[config.mk]
export PLATFORM = sky130hd
export DESIGN_NAME = irq_state_regs
export DESIGN_NICKNAME = d
export VERILOG_FILES = /design/src/rtl/irq_regs_pkg.sv /design/src/rtl/irq_bus_decode.sv /design/src/rtl/irq_state_bank.sv /design/src/rtl/irq_read_mux.sv /design/src/rtl/irq_state_regs.sv
export SDC_FILE = /design/constraint.sdc
export NUM_CORES = 1
export LEC_CHECK = 0
export CAP_MARGIN = 20
export CORE_MARGIN = 2
export CORE_UTILIZATION = 45
export CTS_BUF_LIST = sky130_fd_sc_hd__clkbuf_2 sky130_fd_sc_hd__clkbuf_4 sky130_fd_sc_hd__clkbuf_8
export DETAILED_ROUTE_END_ITERATION = 10
export PLACE_DENSITY_LB_ADDON = 0.15
export SLEW_MARGIN = 40
export SYNTH_ARGS = -nofsm -noshare
export SYNTH_HDL_FRONTEND = slang
export SYNTH_HIERARCHICAL = 1
export SYNTH_SLANG_ARGS = --single-unit
[constraint.sdc]
create_clock -name clk_i -period 1.4 [get_ports clk_i]
set_input_delay 0.42 -clock clk_i [delete_from_list [all_inputs] [get_ports clk_i]]
set_output_delay 0.42 -clock clk_i [all_outputs]
set_load 0.03 [all_outputs]
[src/rtl/irq_regs_pkg.sv]
package irq_regs_pkg;
  localparam int WORD_W = 32;
  localparam int LANE_W = 8;
  localparam int NUM_LANES = WORD_W / LANE_W;

  typedef enum logic [2:0] {
    VIEW_GROUP    = 3'd0,
    VIEW_EN_SET   = 3'd1,
    VIEW_EN_CLR   = 3'd2,
    VIEW_PEND_SET = 3'd3,
    VIEW_PEND_CLR = 3'd4,
    VIEW_ACT_SET  = 3'd5,
    VIEW_ACT_CLR  = 3'd6,
    VIEW_LEVEL    = 3'd7
  } view_e;
endpackage

[src/rtl/irq_bus_decode.sv]
module irq_bus_decode
  import irq_regs_pkg::*;
#(
  parameter int NUM_IRQ = 64,
  parameter int IDX_W   = 1
) (
  input  logic                 valid_i,
  input  logic                 write_i,
  input  logic [IDX_W+2:0]     addr_i,
  input  logic [NUM_LANES-1:0] be_i,
  input  logic [WORD_W-1:0]    wdata_i,
  output view_e                view_o,
  output logic [IDX_W-1:0]     word_o,
  output logic [NUM_IRQ-1:0]   hit_o,
  output logic [NUM_IRQ-1:0]   wbit_o
);
  assign view_o = view_e'(addr_i[IDX_W+2:IDX_W]);
  assign word_o = addr_i[IDX_W-1:0];

  for (genvar i = 0; i < NUM_IRQ; i++) begin : g_irq
    localparam int WORD = i / WORD_W;
    localparam int BIT  = i % WORD_W;
    assign hit_o[i]  = valid_i && write_i && (word_o == IDX_W'(WORD)) && be_i[BIT / LANE_W];
    assign wbit_o[i] = wdata_i[BIT];
  end
endmodule

[src/rtl/irq_state_bank.sv]
module irq_state_bank
  import irq_regs_pkg::*;
#(
  parameter int NUM_IRQ   = 64,
  parameter int NUM_SGI   = 16,
  parameter int NUM_PRIV  = 32,
  parameter int IRQ_COUNT = 48
) (
  input  logic               clk_i,
  input  logic               rst_ni,
  input  view_e              view_i,
  input  logic [NUM_IRQ-1:0] hit_i,
  input  logic [NUM_IRQ-1:0] wbit_i,
  input  logic               legacy_i,
  input  logic [NUM_IRQ-1:0] line_i,
  output logic [NUM_IRQ-1:0] grp_o,
  output logic [NUM_IRQ-1:0] en_o,
  output logic [NUM_IRQ-1:0] pend_o,
  output logic [NUM_IRQ-1:0] act_o,
  output logic [NUM_IRQ-1:0] lvl_o
);
  function automatic logic [NUM_IRQ-1:0] span(int lo, int hi);
    logic [NUM_IRQ-1:0] m = '0;
    for (int i = 0; i < NUM_IRQ; i++) m[i] = (i >= lo) && (i < hi);
    return m;
  endfunction

  localparam logic [NUM_IRQ-1:0] SGI_MASK = span(0, NUM_SGI);
  localparam logic [NUM_IRQ-1:0] LVL_OK   = span(NUM_PRIV, IRQ_COUNT);

  logic [NUM_IRQ-1:0] grp_q, en_q, pend_q, act_q, lvl_q, line_q;
  logic [NUM_IRQ-1:0] grp_hit, en_set, en_clr, pd_set, pd_clr, ac_set, ac_clr, lv_hit;
  logic [NUM_IRQ-1:0] pend_gate, line_chg, lvl_w;

  assign pend_gate = legacy_i ? ~SGI_MASK : '1;
  assign grp_hit = hit_i & {NUM_IRQ{view_i == VIEW_GROUP}};
  assign en_set  = hit_i & wbit_i & {NUM_IRQ{view_i == VIEW_EN_SET}};
  assign en_clr  = hit_i & wbit_i & {NUM_IRQ{view_i == VIEW_EN_CLR}};
  assign pd_set  = hit_i & wbit_i & pend_gate & {NUM_IRQ{view_i == VIEW_PEND_SET}};
  assign pd_clr  = hit_i & wbit_i & pend_gate & {NUM_IRQ{view_i == VIEW_PEND_CLR}};
  assign ac_set  = hit_i & wbit_i & {NUM_IRQ{view_i == VIEW_ACT_SET}};
  assign ac_clr  = hit_i & wbit_i & {NUM_IRQ{view_i == VIEW_ACT_CLR}};
  assign lv_hit  = hit_i & LVL_OK & {NUM_IRQ{view_i == VIEW_LEVEL}};

  // live line changes win over a bus restore in the same cycle
  assign line_chg = line_i ^ line_q;
  assign lvl_w    = (lvl_q & ~lv_hit) | (wbit_i & lv_hit);

  always_ff @(posedge clk_i or negedge rst_ni) begin
    if (!rst_ni) begin
      grp_q  <= '0;
      en_q   <= '0;
      pend_q <= '0;
      act_q  <= '0;
      lvl_q  <= '0;
      line_q <= '0;
    end else begin
      grp_q  <= (grp_q & ~grp_hit) | (wbit_i & grp_hit);
      en_q   <= (en_q | en_set) & ~en_clr;
      pend_q <= (pend_q | pd_set) & ~pd_clr;
      act_q  <= (act_q | ac_set) & ~ac_clr;
      lvl_q  <= ((lvl_w & ~line_chg) | (line_i & line_chg)) & LVL_OK;
      line_q <= line_i;
    end
  end

  assign grp_o  = grp_q;
  assign en_o   = en_q;
  assign pend_o = pend_q;
  assign act_o  = act_q;
  assign lvl_o  = lvl_q;

  assert_en_clr_R3: assert property (@(posedge clk_i) disable iff (!rst_ni)
    (hit_i != '0 && view_i == VIEW_EN_CLR) |=> ((en_q & $past(hit_i & wbit_i)) == '0));
  assert_en_set_R3: assert property (@(posedge clk_i) disable iff (!rst_ni)
    (hit_i != '0 && view_i == VIEW_EN_SET) |=> ((~en_q & $past(hit_i & wbit_i)) == '0));
  assert_grp_wr_R5: assert property (@(posedge clk_i) disable iff (!rst_ni)
    (hit_i != '0 && view_i == VIEW_GROUP) |=> (((grp_q ^ $past(wbit_i)) & $past(hit_i)) == '0));
  assert_sgi_pend_R6: assert property (@(posedge clk_i) disable iff (!rst_ni)
    (legacy_i && (view_i == VIEW_PEND_SET || view_i == VIEW_PEND_CLR))
      |=> $stable(pend_q[NUM_SGI-1:0]));
endmodule

[src/rtl/irq_read_mux.sv]
module irq_read_mux
  import irq_regs_pkg::*;
#(
  parameter int NUM_IRQ = 64,
  parameter int IDX_W   = 1
) (
  input  view_e               view_i,
  input  logic [IDX_W-1:0]    word_i,
  input  logic [NUM_IRQ-1:0]  grp_i,
  input  logic [NUM_IRQ-1:0]  en_i,
  input  logic [NUM_IRQ-1:0]  pend_i,
  input  logic [NUM_IRQ-1:0]  act_i,
  input  logic [NUM_IRQ-1:0]  lvl_i,
  output logic [WORD_W-1:0]   rdata_o
);
  localparam int NUM_WORDS = NUM_IRQ / WORD_W;

  logic [NUM_IRQ-1:0] vec;

  always_comb begin
    unique case (view_i)
      VIEW_GROUP:                 vec = grp_i;
      VIEW_EN_SET, VIEW_EN_CLR:   vec = en_i;
      VIEW_PEND_SET, VIEW_PEND_CLR: vec = pend_i;
      VIEW_ACT_SET, VIEW_ACT_CLR: vec = act_i;
      default:                    vec = lvl_i;
    endcase
  end

  always_comb begin
    rdata_o = '0;
    for (int w = 0; w < NUM_WORDS; w++)
      if (word_i == IDX_W'(w)) rdata_o = vec[w*WORD_W +: WORD_W];
  end
endmodule

[src/rtl/irq_state_regs.sv]
module irq_state_regs
  import irq_regs_pkg::*;
#(
  parameter int NUM_IRQ   = 64,
  parameter int NUM_SGI   = 16,
  parameter int NUM_PRIV  = 32,
  parameter int IRQ_COUNT = 48,
  localparam int NUM_WORDS = NUM_IRQ / WORD_W,
  localparam int IDX_W     = (NUM_WORDS > 1) ? $clog2(NUM_WORDS) : 1,
  localparam int ADDR_W    = IDX_W + 3
) (
  input  logic                 clk_i,
  input  logic                 rst_ni,
  input  logic                 req_valid_i,
  output logic                 req_ready_o,
  input  logic                 req_write_i,
  input  logic [ADDR_W-1:0]    req_addr_i,
  input  logic [NUM_LANES-1:0] req_be_i,
  input  logic [WORD_W-1:0]    req_wdata_i,
  output logic                 rsp_valid_o,
  output logic [WORD_W-1:0]    rsp_rdata_o,
  input  logic                 legacy_i,
  input  logic [NUM_IRQ-1:0]   edge_cfg_i,
  input  logic [NUM_IRQ-1:0]   line_i,
  output logic [NUM_IRQ-1:0]   group_o,
  output logic [NUM_IRQ-1:0]   enable_o,
  output logic [NUM_IRQ-1:0]   pending_o,
  output logic [NUM_IRQ-1:0]   active_o
);
  view_e              view;
  logic [IDX_W-1:0]   word;
  logic [NUM_IRQ-1:0] hit, wbit, grp, en, pend, act, lvl, pend_view;
  logic [WORD_W-1:0]  rd_word;
  logic               rsp_valid_q;
  logic [WORD_W-1:0]  rsp_rdata_q;

  assign req_ready_o = 1'b1;

  irq_bus_decode #(.NUM_IRQ(NUM_IRQ), .IDX_W(IDX_W)) u_dec (
    .valid_i(req_valid_i), .write_i(req_write_i), .addr_i(req_addr_i),
    .be_i(req_be_i), .wdata_i(req_wdata_i),
    .view_o(view), .word_o(word), .hit_o(hit), .wbit_o(wbit)
  );

  irq_state_bank #(.NUM_IRQ(NUM_IRQ), .NUM_SGI(NUM_SGI), .NUM_PRIV(NUM_PRIV),
                   .IRQ_COUNT(IRQ_COUNT)) u_bank (
    .clk_i(clk_i), .rst_ni(rst_ni), .view_i(view), .hit_i(hit), .wbit_i(wbit),
    .legacy_i(legacy_i), .line_i(line_i),
    .grp_o(grp), .en_o(en), .pend_o(pend), .act_o(act), .lvl_o(lvl)
  );

  assign pend_view = pend | (lvl & ~edge_cfg_i);

  irq_read_mux #(.NUM_IRQ(NUM_IRQ), .IDX_W(IDX_W)) u_mux (
    .view_i(view), .word_i(word), .grp_i(grp), .en_i(en), .pend_i(pend_view),
    .act_i(act), .lvl_i(lvl), .rdata_o(rd_word)
  );

  always_ff @(posedge clk_i or negedge rst_ni) begin
    if (!rst_ni) begin
      rsp_valid_q <= 1'b0;
      rsp_rdata_q <= '0;
    end else begin
      rsp_valid_q <= req_valid_i;
      rsp_rdata_q <= (req_valid_i && !req_write_i) ? rd_word : '0;
    end
  end

  assign rsp_valid_o = rsp_valid_q;
  assign rsp_rdata_o = rsp_rdata_q;
  assign group_o     = grp;
  assign enable_o    = en;
  assign pending_o   = pend_view;
  assign active_o    = act;

  assert_rsp_next_R1: assert property (@(posedge clk_i) disable iff (!rst_ni)
    req_valid_i |=> rsp_valid_o);
  assert_rsp_idle_R1: assert property (@(posedge clk_i) disable iff (!rst_ni)
    !req_valid_i |=> !rsp_valid_o);
  assert_wr_zero_R1: assert property (@(posedge clk_i) disable iff (!rst_ni)
    (req_valid_i && req_write_i) |=> (rsp_rdata_o == '0));
  assert_lvl_priv_R9: assert property (@(posedge clk_i) disable iff (!rst_ni)
    (req_valid_i && !req_write_i && view == VIEW_LEVEL && word == '0) |=> (rsp_rdata_o == '0));
endmodule

==> impl_metrics.xml <==
<?xml version="1.0" encoding="UTF-8"?>
<metrics>
  <group name="global_routing">
    <metric name="maximum_number_of_pins_on_one_net_before_global_route_repair" unit="">58</metric>
    <metric name="track_usage" unit="%">33.54</metric>
    <metric name="wire_length_of_the_first_global_routing_pass" unit="µm">115500</metric>
    <metric name="grt_pass1_vias" unit="">19940</metric>
    <metric name="grt_antenna_before_repair" unit="">5</metric>
    <metric name="grt_overflow_total" unit="">0</metric>
  </group>
  <group name="synth">
    <metric name="synth.ff_latch_count" unit="">321</metric>
    <metric name="top_count_cell_post_synth" unit="">sky130_fd_sc_hd__a21oi_1</metric>
    <metric name="post_synthesis_cell_count" unit="">2138</metric>
    <metric name="synthDominantCellAreaShare" unit="%">41.58</metric>
    <metric name="ys_types" unit="">36</metric>
    <metric name="synth.largest_area_cell" unit="">sky130_fd_sc_hd__dfrtp_1</metric>
    <metric name="synth_top_cells_by_count" unit="">sky130_fd_sc_hd__a21oi_1, sky130_fd_sc_hd__dfrtp_1, sky130_fd_sc_hd__buf_4</metric>
    <metric name="syn-cell-area" unit="µm²">19320</metric>
    <metric name="synthTopCellsByArea" unit="">sky130_fd_sc_hd__dfrtp_1, sky130_fd_sc_hd__a21oi_1, sky130_fd_sc_hd__buf_4</metric>
    <metric name="edff_count_synth" unit="">0</metric>
    <metric name="mapped_avg_cell_area" unit="µm²">9.036</metric>
    <metric name="synth_seq_area_share" unit="%">41.58</metric>
    <metric name="synthesis.yosys.warnings" unit="">6</metric>
    <metric name="synth_ff_type" unit="">sky130_fd_sc_hd__dfrtp_1</metric>
    <metric name="synth-async-reset-ratio" unit="%">100.0</metric>
  </group>
  <group name="placement">
    <metric name="gp_congestion" unit="">0.8581</metric>
    <metric name="port_buffers" unit="">413</metric>
    <metric name="post-place-ws" unit="ns">-0.9340</metric>
    <metric name="post_dp_cell_area" unit="µm²">24920</metric>
    <metric name="hpwl" unit="µm">48520</metric>
  </group>
  <group name="clock_network">
    <metric name="tritoncts" unit="">built</metric>
    <metric name="clk_pin_slew_worst_paths" unit="ns">0.06</metric>
    <metric name="max-clock-path-buffers" unit="">3</metric>
    <metric name="numCtsBuffers" unit="">55</metric>
    <metric name="clock_tree.htree_level_count" unit="">2</metric>
    <metric name="clock_sink_count" unit="">321</metric>
    <metric name="clockRootBuffer" unit="">sky130_fd_sc_hd__clkbuf_8</metric>
    <metric name="worst_skew_pair.late_latency" unit="ns">0.67</metric>
  </group>
  <group name="routing">
    <metric name="vias_per_cell" unit="">5.768</metric>
    <metric name="via_count" unit="">19770</metric>
    <metric name="drc" unit="">0</metric>
    <metric name="drt-pass1-iter-count" unit="">5</metric>
    <metric name="postRouteWirelength" unit="µm">77050</metric>
    <metric name="first_iter_violations" unit="">1764</metric>
    <metric name="post_drt_wl_per_cell" unit="µm">22.48</metric>
    <metric name="post_route_ant_nets" unit="">0</metric>
  </group>
  <group name="die">
    <metric name="chipHeight" unit="µm">211.2</metric>
    <metric name="std_cell_core_area" unit="µm²">42130</metric>
    <metric name="die-width" unit="µm">211.2</metric>
    <metric name="die_area" unit="µm²">44610</metric>
    <metric name="placement_rows" unit="">75</metric>
    <metric name="initial_core_util" unit="%">45.85</metric>
    <metric name="io_pins" unit="">463</metric>
  </group>
  <group name="outcome">
    <metric name="failing_checks" unit="">setup timing</metric>
    <metric name="run_status" unit="">finished, violations left</metric>
  </group>
  <group name="final_layout">
    <metric name="fillCellCount" unit="">3055</metric>
    <metric name="finalNetCount" unit="">3017</metric>
    <metric name="area_growth_syn_to_layout" unit="%">56.40</metric>
    <metric name="final_area" unit="µm²">30220</metric>
    <metric name="drive_above_1_share" unit="%">44.54</metric>
  </group>
  <group name="sta">
    <metric name="fin_worst_skew" unit="ns">0.02427</metric>
    <metric name="rsz0062_at_grt" unit="">true</metric>
    <metric name="setup-violations-final" unit="">325</metric>
    <metric name="timing.final.ws_setup" unit="ns">-0.5518</metric>
    <metric name="finalMaxSlewViolations" unit="">0</metric>
    <metric name="timing.final.crit_share" unit="%">139.4</metric>
    <metric name="fin_crit" unit="ns">1.952</metric>
    <metric name="hold_viol" unit="">0</metric>
    <metric name="clock.fmax" unit="MHz">512.3</metric>
  </group>
  <group name="critical_path">
    <metric name="critical_r2r_capture" unit="">rsp_rdata_o[2]</metric>
    <metric name="critical_path_arrival" unit="ns">1.53</metric>
    <metric name="criticalPathCategory" unit="">flop to output port</metric>
    <metric name="worst-endpoint-required" unit="ns">0.98</metric>
    <metric name="setup.worst_path.start_class" unit="">flop</metric>
    <metric name="crit_end" unit="">pending_o[0]</metric>
    <metric name="startpoint" unit="">u_bank/pend_o[0]</metric>
    <metric name="reg2reg_setup_slack" unit="ns">-0.33</metric>
    <metric name="reg2reg_depth" unit="">7</metric>
    <metric name="path_max_fanout" unit="">2</metric>
    <metric name="worst_r2r_startpoint" unit="">u_bank/pend_o[2]</metric>
    <metric name="crit_path_end_kind" unit="">output port</metric>
  </group>
  <group name="power_and_ir_drop">
    <metric name="leakage" unit="nW">14.55</metric>
    <metric name="pwr_density_cell" unit="nW/µm²">1115</metric>
    <metric name="irDropWorstVdd" unit="V">0.0007262</metric>
  </group>
  <group name="hold_path">
    <metric name="hold_path.class" unit="">input port to flop</metric>
  </group>
  <group name="job">
    <metric name="max_cap_viol_count" unit="">0</metric>
  </group>
</metrics>
-- cells in the final DEF (no fill, tap or decap), drive strengths merged, types with 3 or more instances in the layout --
cell and instances:
and3b 3, nand2 129, nor2 96, a211oi 64
and4b 4, a21oi 384, and4 5, clkdlybuf4s50 115
clkinv 13, diode 4, nand4 16, a21o 64
o2bb2ai 128, clkbuf 85, nor3b 4, maj3 16
mux2i 64, dfrtp 321, buf 864, and2 96
nand3b 64, o32ai 32, o21ai 96, conb 49
mux2 80, inv 80
-- critical path, stage by stage, from the launching register on --
cell                      delay [ns]
sky130_fd_sc_hd__dfrtp_1        0.41
sky130_fd_sc_hd__a21o_1         0.20
sky130_fd_sc_hd__buf_6          0.12
sky130_fd_sc_hd__buf_6          0.13
-- metrics by stage --
stage               setup TNS, ns  instances  power [mW]  utilization [%]  hold WS (ns)
global placement          -224.07       3015       21.02            59.15        0.3893
global route               -98.49       3426       35.04            71.70        0.2329
CTS                        -93.07       3365       33.04            69.79        0.2243
floorplan                  -35.38       2185       16.72                -        0.1244
detailed placement        -236.28       3015       21.20            59.15        0.3883
finish                     -86.33       3428       33.69            71.71        0.2438
-- cell families after synthesis --
family          synth area share, %
compound gates                24.66
fa+ha+maj                    0.9326
buf+inv                       13.08
simple gates                  11.74
flops                         41.58
mux                           7.979
other cells                 0.03887
-- worst min-delay path by stage --
stage	from	end	slack [ns]	cells after the start
after global routing	line_i[38]	u_bank/line_q[38]	0.23	1
after global placement	rst_ni	u_bank/line_q[42]	0.39	2
after floorplan	rst_ni	rsp_rdata_o[0]	0.12	0
after CTS	line_i[38]	u_bank/line_q[38]	0.22	1
final	line_i[32]	u_bank/line_q[32]	0.24	1
after detailed placement	rst_ni	u_bank/line_q[42]	0.39	2
-- report_power, final --
| part | internal [mW] | leakage, nW | total [mW] | switching (mW) |
|---|---|---|---|---|
| clock | 5.25 | 0.648 | 9.31 | 4.06 |
| combinational | 6.49 | 9.69 | 13.0 | 6.49 |
| sequential | 10.4 | 4.21 | 11.4 | 1.04 |
| total | 22.1 | 14.5 | 33.7 | 11.6 |
-- metal layers --
layer  global-route usage, %  wire, µm  vias up  part of all wire, %
li1                        -         -     8771                    -
met1                   43.84     30290     9546                   39
met2                   53.91     36240     1222                   47
met3                   5.813      7004      230                  9.1
met4                   16.56      3488        2                  4.5
met5                       0        16        -                0.021
-- area by class of cell --
class / instances / area [µm²] / area share [%]
inverter: 80 / 300.3 / 0.9938
antenna: 4 / 10.01 / 0.03313
sequential: 321 / 8050 / 26.64
timing repair buffer: 985 / 10080 / 33.35
tap: 539 / 674.4 / 2.232
multi-input combinational: 1401 / 9901 / 32.77
clock buffer: 83 / 1074 / 3.553
clock inverter: 15 / 128.9 / 0.4265
-- repair_timing --
action | CTS | global route
resized for setup | 640 | 117
pin swaps | 159 | 99
hold buffers | 1 | 0
setup endpoints to repair | 562 | 384
gates cloned | 2 | 0
buffers inserted | 274 | 84
endpoints found under the hold margin | 136 | 0
Note: power is estimated with default switching activity, not from simulation.
